File: config.mk
export PLATFORM = sky130hd
export DESIGN_NAME = can_mbx_rx_status
export DESIGN_NICKNAME = d
export VERILOG_FILES = /design/src/rtl/can_mbx_pkg.sv /design/src/rtl/mbx_id_table.sv /design/src/rtl/mbx_select.sv /design/src/rtl/mbx_flag_reg.sv /design/src/rtl/mbx_irq_gate.sv /design/src/rtl/can_mbx_rx_status.sv
export SDC_FILE = /design/constraint.sdc
export NUM_CORES = 1
export LEC_CHECK = 0
export BUFFER_PORTS_ARGS = -buffer_cell sky130_fd_sc_hd__clkbuf_2
export CAP_MARGIN = 20
export CORE_AREA = 2 2 167 169
export CTS_CLUSTER_SIZE = 12
export DETAILED_ROUTE_END_ITERATION = 16
export DIE_AREA = 0 0 169 171
export GPL_TIMING_DRIVEN = 0
export PLACE_DENSITY = 0.86
export SYNTH_ARGS = -nofsm -noshare
export SYNTH_HDL_FRONTEND = slang
export SYNTH_SLANG_ARGS = --single-unit
export TNS_END_PERCENT = 20
File: constraint.sdc
create_clock -name clk -period 2.65 [get_ports clk]
set_input_delay 0.265 -clock clk [delete_from_list [all_inputs] [get_ports clk]]
set_output_delay 0.265 -clock clk [all_outputs]
set_load 0.02 [all_outputs]
File: src/rtl/can_mbx_pkg.sv
package can_mbx_pkg;
  localparam int unsigned MBX_N = 16;
  localparam int unsigned ID_W  = 11;
  localparam int unsigned LEN_W = 4;

  typedef enum logic [1:0] {
    KIND_RXDONE = 2'd0,
    KIND_RRPEND = 2'd1,
    KIND_OVR    = 2'd2,
    KIND_NONE   = 2'd3
  } clr_kind_e;
endpackage

File: src/rtl/mbx_id_table.sv
module mbx_id_table #(
  parameter int unsigned N     = 16,
  parameter int unsigned ID_W  = 11,
  parameter int unsigned LEN_W = 4,
  localparam int unsigned IDX_W = $clog2(N)
) (
  input  logic               clk,
  input  logic               rst,
  input  logic               cfg_wr,
  input  logic [IDX_W-1:0]   cfg_slot,
  input  logic [ID_W-1:0]    cfg_ident,
  input  logic [LEN_W-1:0]   cfg_len,
  input  logic [ID_W-1:0]    rx_ident,
  output logic [N-1:0]       hit,
  output logic [N*LEN_W-1:0] len_flat
);
  // One identifier/length register pair per mailbox, compared in parallel
  for (genvar g = 0; g < N; g++) begin : g_slot
    logic [ID_W-1:0]  id_q;
    logic [LEN_W-1:0] len_q;

    always_ff @(posedge clk) begin
      if (rst) begin
        id_q  <= '0;
        len_q <= '0;
      end else if (cfg_wr && (cfg_slot == IDX_W'(g))) begin
        id_q  <= cfg_ident;
        len_q <= cfg_len;
      end
    end

    assign hit[g] = (id_q == rx_ident);
    assign len_flat[g*LEN_W +: LEN_W] = len_q;
  end
endmodule

File: src/rtl/mbx_select.sv
module mbx_select #(
  parameter int unsigned N = 16,
  localparam int unsigned IDX_W = $clog2(N)
) (
  input  logic             en,
  input  logic [N-1:0]     hit,
  output logic [N-1:0]     take,
  output logic [IDX_W-1:0] pick_idx,
  output logic             pick_any
);
  // Highest-numbered hit among 1..N-1 wins; slot 0 rides along on its own hit
  always_comb begin
    pick_idx = '0;
    pick_any = 1'b0;
    for (int i = 1; i < N; i++) begin
      if (hit[i]) begin
        pick_idx = IDX_W'(i);
        pick_any = 1'b1;
      end
    end
    take = '0;
    if (en) begin
      if (pick_any) take[pick_idx] = 1'b1;
      take[0] = hit[0];
    end
  end
endmodule

File: src/rtl/mbx_flag_reg.sv
module mbx_flag_reg #(
  parameter int unsigned N = 16
) (
  input  logic         clk,
  input  logic         rst,
  input  logic [N-1:0] set_vec,
  input  logic [N-1:0] clr_vec,
  output logic [N-1:0] q
);
  // Set has priority over a simultaneous clear
  always_ff @(posedge clk) begin
    if (rst) q <= '0;
    else     q <= (q & ~clr_vec) | set_vec;
  end
endmodule

File: src/rtl/mbx_irq_gate.sv
module mbx_irq_gate #(
  parameter int unsigned N = 16
) (
  input  logic         clk,
  input  logic         rst,
  input  logic [N-1:0] rx_done,
  input  logic [N-1:0] rr_pend,
  input  logic [N-1:0] ovr_flag,
  input  logic [N-1:0] int_mask,
  input  logic         rr_int_off,
  input  logic         ov_int_off,
  output logic         irq
);
  logic src_rx, src_rr, src_ov;

  always_comb begin
    src_rx = |(rx_done & ~int_mask);
    src_rr = !rr_int_off && (|(rr_pend & ~int_mask));
    src_ov = !ov_int_off && (|ovr_flag);
  end

  always_ff @(posedge clk) begin
    if (rst) irq <= 1'b0;
    else     irq <= src_rx | src_rr | src_ov;
  end
endmodule

File: src/rtl/can_mbx_rx_status.sv
module can_mbx_rx_status
  import can_mbx_pkg::*;
#(
  parameter int unsigned N      = MBX_N,
  parameter int unsigned IDW    = ID_W,
  parameter int unsigned LENW   = LEN_W,
  localparam int unsigned IDX_W = $clog2(N)
) (
  input  logic             clk,
  input  logic             rst,
  input  logic             cfg_wr,
  input  logic [IDX_W-1:0] cfg_slot,
  input  logic [IDW-1:0]   cfg_ident,
  input  logic [LENW-1:0]  cfg_len,
  input  logic             rx_valid,
  input  logic [IDW-1:0]   rx_ident,
  input  logic             rx_remote,
  input  logic [LENW-1:0]  rx_len,
  input  logic             clr_wr,
  input  logic [1:0]       clr_kind,
  input  logic [N-1:0]     clr_bits,
  input  logic [N-1:0]     int_mask,
  input  logic             rr_int_off,
  input  logic             ov_int_off,
  output logic             store_valid,
  output logic [N-1:0]     store_slots,
  output logic [LENW-1:0]  store_len,
  output logic [N-1:0]     rx_done,
  output logic [N-1:0]     rr_pend,
  output logic [N-1:0]     ovr_flag,
  output logic             irq
);
  logic [N-1:0]      hit;
  logic [N*LENW-1:0] len_flat;
  logic [N-1:0]      take;
  logic [IDX_W-1:0]  pick_idx;
  logic              pick_any;
  logic [LENW-1:0]   cfg_len_sel;
  logic [N-1:0]      clr_rx, clr_rr, clr_ov;
  logic [N-1:0]      set_rx, set_rr, set_ov;
  clr_kind_e         kind;

  mbx_id_table #(.N(N), .ID_W(IDW), .LEN_W(LENW)) u_table (
    .clk(clk), .rst(rst), .cfg_wr(cfg_wr), .cfg_slot(cfg_slot),
    .cfg_ident(cfg_ident), .cfg_len(cfg_len), .rx_ident(rx_ident),
    .hit(hit), .len_flat(len_flat)
  );

  mbx_select #(.N(N)) u_select (
    .en(rx_valid), .hit(hit), .take(take),
    .pick_idx(pick_idx), .pick_any(pick_any)
  );

  always_comb begin
    kind        = clr_kind_e'(clr_kind);
    cfg_len_sel = pick_any ? len_flat[pick_idx*LENW +: LENW] : len_flat[LENW-1:0];
    clr_rx = (clr_wr && kind == KIND_RXDONE) ? clr_bits : '0;
    clr_rr = (clr_wr && kind == KIND_RRPEND) ? clr_bits : '0;
    clr_ov = (clr_wr && kind == KIND_OVR)    ? clr_bits : '0;
    set_rx = take;
    set_rr = rx_remote ? take : '0;
    set_ov = take & rx_done;
  end

  mbx_flag_reg #(.N(N)) u_rxdone (.clk(clk), .rst(rst), .set_vec(set_rx), .clr_vec(clr_rx), .q(rx_done));
  mbx_flag_reg #(.N(N)) u_rrpend (.clk(clk), .rst(rst), .set_vec(set_rr), .clr_vec(clr_rr), .q(rr_pend));
  mbx_flag_reg #(.N(N)) u_ovr    (.clk(clk), .rst(rst), .set_vec(set_ov), .clr_vec(clr_ov), .q(ovr_flag));

  always_ff @(posedge clk) begin
    if (rst) begin
      store_valid <= 1'b0;
      store_slots <= '0;
      store_len   <= '0;
    end else begin
      store_valid <= |take;
      store_slots <= take;
      if (|take) store_len <= rx_remote ? cfg_len_sel : rx_len;
    end
  end

  mbx_irq_gate #(.N(N)) u_irq (
    .clk(clk), .rst(rst), .rx_done(rx_done), .rr_pend(rr_pend),
    .ovr_flag(ovr_flag), .int_mask(int_mask), .rr_int_off(rr_int_off),
    .ov_int_off(ov_int_off), .irq(irq)
  );
endmodule

* Word-level counts from Yosys, hierarchy flattened
Cells that the tools add are included.
** Word-level totals
- Input port bits :: 76
- Logic and storage cells :: 160
- Flip-flop bits (word level) :: 310
- Output and inout bits :: 70
** Operators by class
- Multiplexer cells :: 40
- Shift-type cells :: 1
- Bitwise logic cells :: 15
- $lt $le $gt $ge :: 2
- Equality and inequality tests :: 33
- Reduce and logical (&&, ||, !) cells :: 30
** Operator list (number)
- $eq 11x11->1 :: 16
- $and 16x16->16 :: 6
- $mux 16 :: 6
- $mux 4 :: 16
- $not 16->16 :: 4
- $reduce_or 16->1 :: 4
- $shiftx 64x7->4 :: 1
- $or 16x16->16 :: 3
- $eq 4x4->1 const B :: 8
- $logic_and 1x1->1 :: 22
- $mux 1 :: 17
- $eq 4x3->1 const B :: 4
- $eq 4x2->1 const B :: 2
- $lt 4x5->1 const B :: 1
- $demux 1 s4 :: 1
- $eq 4x1->1 const B :: 1
- $ge 4x1->1 const B :: 1
- $logic_not 4->1 :: 1
- $eq 2x1->1 const B :: 1
- $eq 2x2->1 const B :: 1
- $logic_not 1->1 :: 2
- $logic_not 2->1 :: 1
- $or 1x1->1 :: 2

* Depth between registers and ports, before layout
Gate-level depths: netlist of the first run.
- Depth in word-level cells :: 24
- Gate-level depth with buffers :: 14
- Depth with buffers taken out :: 10

* Cells and area by module
From an unflattened synthesis of the first run, not the netlist that was laid out.
** Second synthesis, totals
- Cells, all modules :: 1921
- Area, all modules :: 15608.7 um2
** Modules (own cells, without submodules)
- mbx_id_table :: times used 1, area an instance 11242.0 um2, sequential area each 4804.6 um2, cells an instance 1399
- mbx_flag_reg :: times used 3, area an instance 629.4 um2, sequential area each 320.3 um2, cells an instance 66
- can_mbx_rx_status :: times used 1, area an instance 1856.8 um2, sequential area each 420.4 um2, cells an instance 221
- mbx_irq_gate :: times used 1, area an instance 319.1 um2, sequential area each 20.0 um2, cells an instance 49
- mbx_select :: times used 1, area an instance 302.8 um2, sequential area each 0.0 um2, cells an instance 54

* Least setup slack after synthesis of the first run
OpenSTA, ideal clock, no wires.
- Path type :: input -> register
- Start point :: in rx_ident[0]
- End point :: reg store_len[1]
- Required time :: 2.522 ns
- Arrival time :: 2.589 ns
- Stages on the path :: 13
- Path buffers :: 3
- Library setup time :: 0.128 ns
- Path slack :: -0.067 ns
- Path through :: buf_2 buf_6 xor2_1 nor4_1 and3_1 nor2_1 a22o_4 nor2_2 buf_2 mux2i_1 nor2_1 a2111oi_2 a31oi_1
** On the way
- Longest elaborated chain between the ends :: 23
- Elaborated cells on any way between the ends :: 57
- Classes of those cells :: order compare: 2; eq/ne: 16; shift: 1; mux: 36; reduce/logical: 2
** Ends and longest elaborated chain
- from (decl) :: RTL line can_mbx_rx_status.sv:16 : input logic [IDW-1:0] rx_ident,
- $eq 11x11->1 :: RTL line mbx_id_table.sv:32 : assign hit[g] = (id_q == rx_ident);
- $mux 1 :: RTL line mbx_select.sv:16 : if (hit[i]) begin
- $mux 4 (14 in series) :: RTL line mbx_select.sv:16
- $lt 4x5->1 (implied by the code) / $ge 4x1->1 (equally long branches) :: RTL line mbx_select.sv:23 : if (pick_any) take[pick_idx] = 1'b1;
- $logic_and 1x1->1 (implied by the code) :: RTL line mbx_select.sv:23
- $mux 1 (implied by the code) :: RTL line mbx_select.sv:23
- $demux 1 s4
- $mux 16 :: RTL line mbx_select.sv:23
- $mux 16 :: RTL line mbx_select.sv:22 : if (en) begin
- $reduce_or 16->1 :: RTL line can_mbx_rx_status.sv:77 : if (|take) store_len <= rx_remote ? cfg_len_sel : rx_len;
- to (signal assigned) :: RTL line can_mbx_rx_status.sv:77
- to (decl) :: RTL line can_mbx_rx_status.sv:27 : output logic [LENW-1:0] store_len,
Parallel ways exist; a longest one is shown, timed or not.
A chain may end at the register's enable or synchronous reset.

* Worst setup path in the final report of the first run
- Start point :: reg u_table.g_slot[2].id_q[0]
- End point :: reg store_len[2]
** On the way
- Longest elaborated chain between the ends :: 22
- Elaborated cells on any way between the ends :: 40
- Classes of those cells :: order compare: 2; eq/ne: 1; shift: 1; mux: 34; reduce/logical: 2
** Ends and longest elaborated chain
- from (decl) :: RTL line mbx_id_table.sv:19 : logic [ID_W-1:0] id_q;
- from (signal assigned) :: RTL line mbx_id_table.sv:27 : id_q <= cfg_ident;
- $eq 11x11->1 (*) :: RTL line mbx_id_table.sv:32
- $mux 4 (14 in series) :: RTL line mbx_select.sv:16
- $lt 4x5->1 (implied by the code) / $ge 4x1->1 (equally long branches) :: RTL line mbx_select.sv:23
- $logic_and 1x1->1 (implied by the code) :: RTL line mbx_select.sv:23
- $mux 1 (implied by the code) :: RTL line mbx_select.sv:23
- $demux 1 s4
- $mux 16 :: RTL line mbx_select.sv:23
- $mux 16 :: RTL line mbx_select.sv:22
- $reduce_or 16->1 :: RTL line can_mbx_rx_status.sv:77
Mark *: on every way between the ends. The rest lies on a longest branch, timed or not.

==> run_results.csv, run 1 <==
group,metric,value,unit
status,run_status,"complete, but fails checks",
status,violations,"negative setup slack",
worst_setup_path,setup.worst_path.end_class,"flip-flop",
placement,postPlaceCellArea,15200,um^2
clocking,cts_sinks,310,
global_routing,grt_first_pass_wirelength,76.2,mm
synth,avgSynthCellArea,7.88,um^2
synth,post-synth-top-area-fraction,43.8,%
clocking,number_of_buffers_between_clock_root_and_the_deepest_sink,3,
route,routed_wire_length_per_instance,21.9,um
power,internal-power,7.19,mW
placement,dpl.hpwl,35.0,mm
synth,postSynthCellCount,1798,
timing,worst_slew_pin_slew,1.09,ns
power,comb_power_share,8.2,%
worst_setup_path,critPathLaunchType,"flip-flop",
clocking,tritoncts,"built",
synth,seq_area_frac_synth,43.8,%
timing,setup_viol_count_final,53,
timing,setup_slack,-0.267,ns
floorplan,fp.dieH,171,um
timing,worst_hold_slack,0.0163,ns
clocking,h_tree_levels,1,
timing,period_share,110,%
global_routing,grt_start_max_net_pins,16,
synth,synth.ff_latch_count,310,
floorplan,core.rowCount,61,
clocking,numCtsBuffers,31,
timing,finalHoldViolations,0,
layout,syn_to_final_growth,18.0,%
run,drv_cap,0,
timing,max-slew-margin-rel,27.2,%
synth,synth-main-ff-cell,"sky130_fd_sc_hd__dfxtp_1",
global_routing,via_count_of_the_first_global_routing_pass,13684,
timing,layout_min_cycle_time,2.92,ns
synth,most_numerous_cell_in_the_yosys_netlist,"sky130_fd_sc_hd__nand2_1",
timing,skew,0.0315,ns
power,power.density_cell_area,575,nW/um^2
layout,postLayoutCellArea,16700,um^2
timing,maximum_clock_rate,343,MHz
timing,slew_viol_final,0,
route,top_signal_layer_used,"met5",
worst_setup_path,required_time_of_the_critical_path,3.18,ns
floorplan,initial_core_util,51.8,%
power,clock_power_share,42.5,%
layout,nets,2051,
synth,ys_types,65,
min_path,worstHoldPathType,"in -> reg",
layout,final_layout_size_suffix_gt1_share,15.1,%
route,initialDrtViolationCount,1941,
worst_setup_path,crit_path_max_fanout,9,
route,met3_routed_length,6.38,mm
synth,synth.largest_area_cell,"sky130_fd_sc_hd__dfxtp_1",
worst_setup_path,depth_of_the_worst_register_to_register_path,12,
clocking,clock_latency,0.58,ns
synth,netlist_top_cells_count,"sky130_fd_sc_hd__nand2_1, sky130_fd_sc_hd__dfxtp_1, sky130_fd_sc_hd__a21oi_1, sky130_fd_sc_hd__xor2_1, sky130_fd_sc_hd__clkbuf_1",
synth,synthesis.nets,1874,
synth,synth-async-reset-ratio,0,%
placement,place.gp.congestion,1.03,
route,drc,0,
synth,largest_cells_by_area_after_synthesis,"sky130_fd_sc_hd__dfxtp_1, sky130_fd_sc_hd__nand2_1, sky130_fd_sc_hd__xor2_1",
route,vias_per_cell,6.19,
route,met2_wirelength,22.6,mm
power,share_seq_of_total_power,49.3,%
floorplan,placeableCoreArea,27300,um^2
synth,synthesis.area,14200,um^2
clocking,clkTransAtPathRegs,0.06,ns
power,power.share.switching,25.2,%
route,wirelength,51.3,mm
power,power.static_leakage,6.35,nW
global_routing,initial_antenna_violation_count,2,
synth,yosys_warnings,0,
placement,buffer_ports.inserted,118,
floorplan,fp.dieW,169,um
placement,placed_cells_incl_taps,2262,
clocking,root_buffer,"sky130_fd_sc_hd__clkbuf_16",
synth,synth_edf_count,0,
worst_setup_path,worstSetupPathType,"reg -> reg",
power,total_power,9.61,mW
layout,number_of_standard_cells_in_the_final_layout_excluding_fillers,2338,
global_routing,global_route_total_overflow,0,
global_routing,total_routing_usage_gr,34.4,%
floorplan,die_area,28900,um^2
route,drt_pre_antenna_iters,8,
layout,layout.core_utilization,61.2,%
route,via_count,14468,
floorplan,io_pins,146,
timing,grt_setup_unrepaired,"true",
power,p_switching,2.42,mW
route,drt.antenna.violating_nets,0,
route,route.layer.met1.wl,18.3,mm
power,worst_ir_drop_vdd,0.527,mV
min_path,hold_path_depth,3,
worst_setup_path,worst-endpoint-arrival,3.45,ns
timing repair:
| item | CTS | global route |
|---|---|---|
| pin swaps | 27 | 29 |
| cloned | 1 | 0 |
| resized for setup | 53 | 37 |
| hold buffers | 0 | 0 |
| buffers inserted | 18 | 7 |
| endpoints found under the setup margin | 64 | 64 |
flip-flops by register name, summed over array words and instances, names as in the netlist:
| register | flops |
|---|---|
| u_table.g_slot.id_q | 176 |
| u_table.g_slot.len_q | 64 |
| store_slots | 16 |
| u_ovr.q | 16 |
| u_rrpend.q | 16 |
| u_rxdone.q | 16 |
| store_len | 4 |
| store_valid | 1 |
| u_irq.irq | 1 |
path summary, 6_finish.rpt:
path                                      startpoint                                      end  slack, ns
max           u_table.g_slot[2].id_q[0]$_SDFFE_PP0P_                store_len[2]$_SDFFE_PP0P_      -0.27
min                                      clr_bits[1]                 u_rxdone.q[1]$_SDFF_PP0_       0.02
max reg2reg   u_table.g_slot[2].id_q[0]$_SDFFE_PP0P_                store_len[2]$_SDFFE_PP0P_      -0.27
min reg2reg  u_table.g_slot[5].len_q[1]$_SDFFE_PP0P_  u_table.g_slot[5].len_q[1]$_SDFFE_PP0P_       0.45
cells in the final DEF, fill, tap and decap left out, types with 23 or more instances in the layout:
cell / instances
sky130_fd_sc_hd__dfxtp_1: 306
sky130_fd_sc_hd__nor4_1: 23
sky130_fd_sc_hd__nand2_1: 572
sky130_fd_sc_hd__buf_4: 29
sky130_fd_sc_hd__clkbuf_2: 118
sky130_fd_sc_hd__clkbuf_1: 107
sky130_fd_sc_hd__a21oi_1: 252
sky130_fd_sc_hd__clkbuf_16: 31
sky130_fd_sc_hd__xor2_1: 163
sky130_fd_sc_hd__a32o_1: 30
sky130_fd_sc_hd__nor3_1: 28
sky130_fd_sc_hd__inv_1: 26
sky130_fd_sc_hd__nor2_1: 34
layout make-up:
cell class                 count  area [um^2]
antenna                        1         2.50
buffer                       131          666
clock buffer                  46          882
clock inverter                 3         18.8
fill                        2265        10600
inverter                      27          101
multi-input combinational   1330         7580
sequential                   310         6210
tap                          346          433
timing repair buffer         144          817
metal layers:
layer | GRT usage [%] | up-vias
met5 | 0 | -
met4 | 24.9 | 2
met3 | 7.68 | 296
met2 | 55.5 | 1072
met1 | 40.6 | 6724
li1 | - | 6374
kinds of logic (layout without fill, tap and decap cells):
logic type,after synthesis,count (layout),synth area share [%]
AO/OA/AOI/OAI,375,375,16.4
XOR/XNOR,176,176,10.9
buffers and inverters,158,351,5.23
flip-flops,310,310,43.8
multiplexers,15,15,1.10
other,0,1,0
AND/OR/NAND/NOR,764,764,22.6
through the flow:
step                setup TNS (ns)  worst slack [ns]
floorplan                 -0.00354          -0.00354
CTS                          -2.09            -0.121
global placement            -41.75            -0.824
finish                       -5.60            -0.267
global route                 -7.99            -0.314
detailed placement          -44.31            -0.873
power by group through the flow:
stage                     logic, mW  clock network, mW  registers, mW
after global placement        0.705                  0           4.84
after global routing          0.818               4.23           4.74
after CTS                     0.733               4.06           4.74
after detailed placement      0.718                  0           4.84
after floorplan               0.446                  0           4.83
final                         0.785               4.08           4.74
critical path: stages, from the launching register on:
cell and delay, ns:
sky130_fd_sc_hd__dfxtp_2 0.34, sky130_fd_sc_hd__xor2_2 0.19, sky130_fd_sc_hd__nor4_4 0.36, sky130_fd_sc_hd__nand3_2 0.18
sky130_fd_sc_hd__a211oi_4 0.35, sky130_fd_sc_hd__buf_4 0.17, sky130_fd_sc_hd__o211ai_1 0.14, sky130_fd_sc_hd__and2_1 0.19
sky130_fd_sc_hd__clkbuf_4 0.18, sky130_fd_sc_hd__and3_1 0.17, sky130_fd_sc_hd__nor4_1 0.33, sky130_fd_sc_hd__a211o_1 0.16
sky130_fd_sc_hd__o21a_1 0.10
Power figures use the tool's default switching activity.
==> run 2: changes to the inputs <==
Settings changed: ABC_AREA set to 1, PLACE_DENSITY 0.86 to 0.87.
==> run_results.csv, run 2 <==
group,metric,value,unit
synth,compound_gate_portion_of_the_synthesized_area,16.3,%
clocking,h_tree_levels,2,
route,drc,0,
clocking,clock_latency,0.53,ns
route,vias_per_cell,5.98,
synth,synthesis.nets,2031,
worst_setup_path,critPathLaunchType,"flip-flop",
worst_setup_path,timing.critical_path.slowest_cell_delay,0.32,ns
synth,ys_types,43,
global_routing,grt_start_max_net_pins,13,
synth,post-synth-top-area-fraction,43.2,%
floorplan,placeableCoreArea,27300,um^2
worst_setup_path,crit_path_max_fanout,7,
timing,period_share,106,%
synth,mux_share_of_post_synthesis_cell_area,0,%
global_routing,grt_first_pass_wirelength,75.5,mm
worst_setup_path,depth_of_the_worst_register_to_register_path,25,
synth,netlist_top_cells_count,"sky130_fd_sc_hd__nor2_1, sky130_fd_sc_hd__dfxtp_1, sky130_fd_sc_hd__o21ai_0, sky130_fd_sc_hd__nand2_1, sky130_fd_sc_hd__inv_1",
timing,setup_slack,-0.161,ns
synth,synth.largest_area_cell,"sky130_fd_sc_hd__dfxtp_1",
floorplan,core.rowCount,61,
timing,max-slew-margin-rel,25.4,%
status,run_status,"complete, but fails checks",
synth,synth_edf_count,0,
floorplan,die_area,28900,um^2
status,violations,"negative setup slack",
layout,postLayoutCellArea,17000,um^2
layout,registers.top_by_ff_count,"u_table.g_slot.id_q",
timing,worst_slew_pin_slew,1.12,ns
synth,largest_cells_by_area_after_synthesis,"sky130_fd_sc_hd__dfxtp_1, sky130_fd_sc_hd__nor2_1, sky130_fd_sc_hd__o21ai_0",
route,drt_pre_antenna_iters,9,
timing,skew,0.0161,ns
placement,buffer_ports.inserted,133,
clocking,root_buffer,"sky130_fd_sc_hd__clkbuf_16",
global_routing,global_route_total_overflow,0,
placement,dpl.hpwl,34.4,mm
layout,largest_registers,"u_table.g_slot.id_q (176), u_table.g_slot.len_q (64)",
worst_setup_path,worstSetupPathType,"reg -> reg",
min_path,hold_path_depth,3,
placement,place.gp.congestion,0.999,
worst_setup_path,required_time_of_the_critical_path,3.10,ns
worst_setup_path,timing.critical_path.slowest_stage_cell,"sky130_fd_sc_hd__dfxtp_1",
worst_setup_path,path_delay_family,"simple AND/OR/NAND/NOR gates",
global_routing,grt.met2_usage,52.5,%
clocking,tritoncts,"built",
synth,synth.ff_latch_count,310,
timing,maximum_clock_rate,356,MHz
synth,yosys_warnings,0,
synth,main_combinational_cell_family_by_area_after_synthesis,"simple AND/OR/NAND/NOR gates",
layout,max_reg_flops,176,
min_path,worstHoldPathType,"in -> reg",
floorplan,initial_core_util,52.6,%
worst_setup_path,crit_cells,25,
global_routing,initial_antenna_violation_count,0,
route,via_count,14980,
global_routing,total_routing_usage_gr,33.6,%
route,initialDrtViolationCount,2102,
placement,postPlaceCellArea,15500,um^2
timing,grt_setup_unrepaired,"true",
synth,synth-main-ff-cell,"sky130_fd_sc_hd__dfxtp_1",
floorplan,io_pins,146,
synth,synth-simple-area-share,23.2,%
global_routing,grt_busiest_layer,"met2",
power,total_power,10.6,mW
run,drv_cap,0,
min_path,worst_hold_startpoint,"rx_len[1]",
clocking,cts_sinks,310,
timing,slew_viol_final,0,
floorplan,fp.dieW,169,um
route,drt.antenna.violating_nets,0,
synth,avgSynthCellArea,7.35,um^2
synth,synth-adder-area-share,0,%
route,routed_wire_length_per_instance,20.4,um
synth,seq_area_frac_synth,43.2,%
clocking,number_of_buffers_between_clock_root_and_the_deepest_sink,3,
route,wirelength,51.0,mm
synth,postSynthCellCount,1955,
synth,synthesis.area,14400,um^2
worst_setup_path,setup.worst_path.end_class,"flip-flop",
worst_setup_path,worst_r2r_startpoint,"u_table.g_slot[3].id_q[1]$_SDFFE_PP0P_",
worst_setup_path,critPathMostFrequentCell,"sky130_fd_sc_hd__nand2_1",
layout,syn_to_final_growth,18.2,%
worst_setup_path,worst-endpoint-arrival,3.26,ns
layout,final_layout_size_suffix_gt1_share,15.7,%
layout,nets,2214,
synth,synth-async-reset-ratio,0,%
worst_setup_path,crit_start,"u_table.g_slot[3].id_q[1]$_SDFFE_PP0P_",
synth,most_numerous_cell_in_the_yosys_netlist,"sky130_fd_sc_hd__nor2_1",
power,power.density_cell_area,624,nW/um^2
power,worst_ir_drop_vdd,0.469,mV
timing,setup_viol_count_final,41,
global_routing,met1_usage,40.4,%
timing,finalHoldViolations,0,
timing,layout_min_cycle_time,2.81,ns
global_routing,via_count_of_the_first_global_routing_pass,14053,
global_routing,grtUsageMet3,8.63,%
synth,yosys.area_share.xor_xnor,8.60,%
layout,most_common_cell_after_layout_fill_and_taps_aside,"sky130_fd_sc_hd__nor2_1",
floorplan,fp.dieH,171,um
clocking,cts_hold_buf,0,
layout,layout.cells.most_common_list,"sky130_fd_sc_hd__nor2_1, sky130_fd_sc_hd__o21ai_0, sky130_fd_sc_hd__dfxtp_1",
worst_setup_path,cp.buffers_inverters,1,
power,power.static_leakage,7.69,nW
clocking,numCtsBuffers,34,
clocking,clkTransAtPathRegs,0.06,ns
[run 2: cell count changes in the layout (fill, tap and decap cells not counted), moves of 31 or more]
cell / change
sky130_fd_sc_hd__a21oi_1: -195
sky130_fd_sc_hd__o21ai_0: +299
sky130_fd_sc_hd__xor2_1: -45
sky130_fd_sc_hd__nor2_1: +398
sky130_fd_sc_hd__nand3_1: +31
sky130_fd_sc_hd__inv_1: +95
sky130_fd_sc_hd__nand2_1: -377
[run 2: final cells by class]
cell class | count | area, um^2
diodes | 1 | 2.50
plain buffers | 123 | 679
clock buffers | 52 | 1060
clock inverters | 4 | 95.1
fillers | 2243 | 10300
inverters | 156 | 597
multi-input cells | 1367 | 7100
flip-flops and latches | 310 | 6210
well taps | 346 | 433
repair buffers | 146 | 802
[run 2: final timing paths]
kind                                               to  slack [ns]
max                         store_len[0]$_SDFFE_PP0P_       -0.16
min reg2reg  u_table.g_slot[12].len_q[3]$_SDFFE_PP0P_        0.46
min                         store_len[1]$_SDFFE_PP0P_        0.04
max reg2reg                 store_len[0]$_SDFFE_PP0P_       -0.16
[run 2: worst register-to-register path, cell delays in order (launching register included)]
cell and delay (ns):
sky130_fd_sc_hd__dfxtp_1 0.32, sky130_fd_sc_hd__xor2_1 0.16, sky130_fd_sc_hd__nor3_1 0.29, sky130_fd_sc_hd__nand3_2 0.16, sky130_fd_sc_hd__nand2_1 0.12, sky130_fd_sc_hd__nand2_1 0.07, sky130_fd_sc_hd__nand2_1 0.07, sky130_fd_sc_hd__nand2_1 0.07
sky130_fd_sc_hd__nand2_2 0.08, sky130_fd_sc_hd__nand2_1 0.06, sky130_fd_sc_hd__nand2_1 0.05, sky130_fd_sc_hd__nand2_1 0.05, sky130_fd_sc_hd__nand2_1 0.07, sky130_fd_sc_hd__nand2_1 0.07, sky130_fd_sc_hd__nand2_2 0.11, sky130_fd_sc_hd__nand2_8 0.11
sky130_fd_sc_hd__nand2_4 0.15, sky130_fd_sc_hd__clkbuf_16 0.17, sky130_fd_sc_hd__nand2_1 0.05, sky130_fd_sc_hd__nand2_1 0.05, sky130_fd_sc_hd__nand2_1 0.06, sky130_fd_sc_hd__nand2_2 0.11, sky130_fd_sc_hd__nand2_1 0.06, sky130_fd_sc_hd__nand2_1 0.07
sky130_fd_sc_hd__o21ai_1 0.06, sky130_fd_sc_hd__a21oi_1 0.13
[run 2: repair_timing]
| action | in CTS | in global routing |
|---|---|---|
| endpoints found under the setup margin | 51 | 61 |
| resized for setup | 14 | 52 |
| cloned | 0 | 3 |
| setup buffers | 3 | 8 |
| pin swaps | 4 | 20 |
[run 2: routing by layer]
layer | share of wire, % | up-vias
li1 | - | 6700
met4 | 7.3 | 0
met5 | 0 | -
met3 | 13 | 293
met2 | 44 | 1172
met1 | 36 | 6815
[run 2: per-stage QoR]
stage | util [%] | hold slack, ns | std cells | TNS, ns | setup slack, ns
2_1_floorplan | - | 0.400 | 1955 | 0 | 0.314
3_3_place_gp | 56.6 | 0.442 | 2434 | -13.39 | -0.361
3_5_place_dp | 56.6 | 0.441 | 2434 | -16.11 | -0.423
4_1_cts | 61.1 | 0.0513 | 2493 | -0.163 | -0.0510
5_1_grt | 62.1 | 0.0864 | 2504 | -12.04 | -0.380
6_report | 62.1 | 0.0422 | 2505 | -3.82 | -0.161
[run 2: kinds of logic (layout without fill, tap and decap cells)]
logic type	Yosys count	in the layout
flip-flops	310	310
AND/OR/NAND/NOR	789	790
buffers and inverters	279	481
AO/OA/AOI/OAI	436	436
XOR/XNOR	141	141
other	0	1
[run 2: where the power goes]
part | switching [mW] | leakage (nW) | total [mW] | internal, mW
registers | 0.0518 | 2.51 | 4.79 | 4.74
clock network | 1.92 | 0.568 | 4.96 | 3.04
logic | 0.594 | 4.61 | 0.844 | 0.250
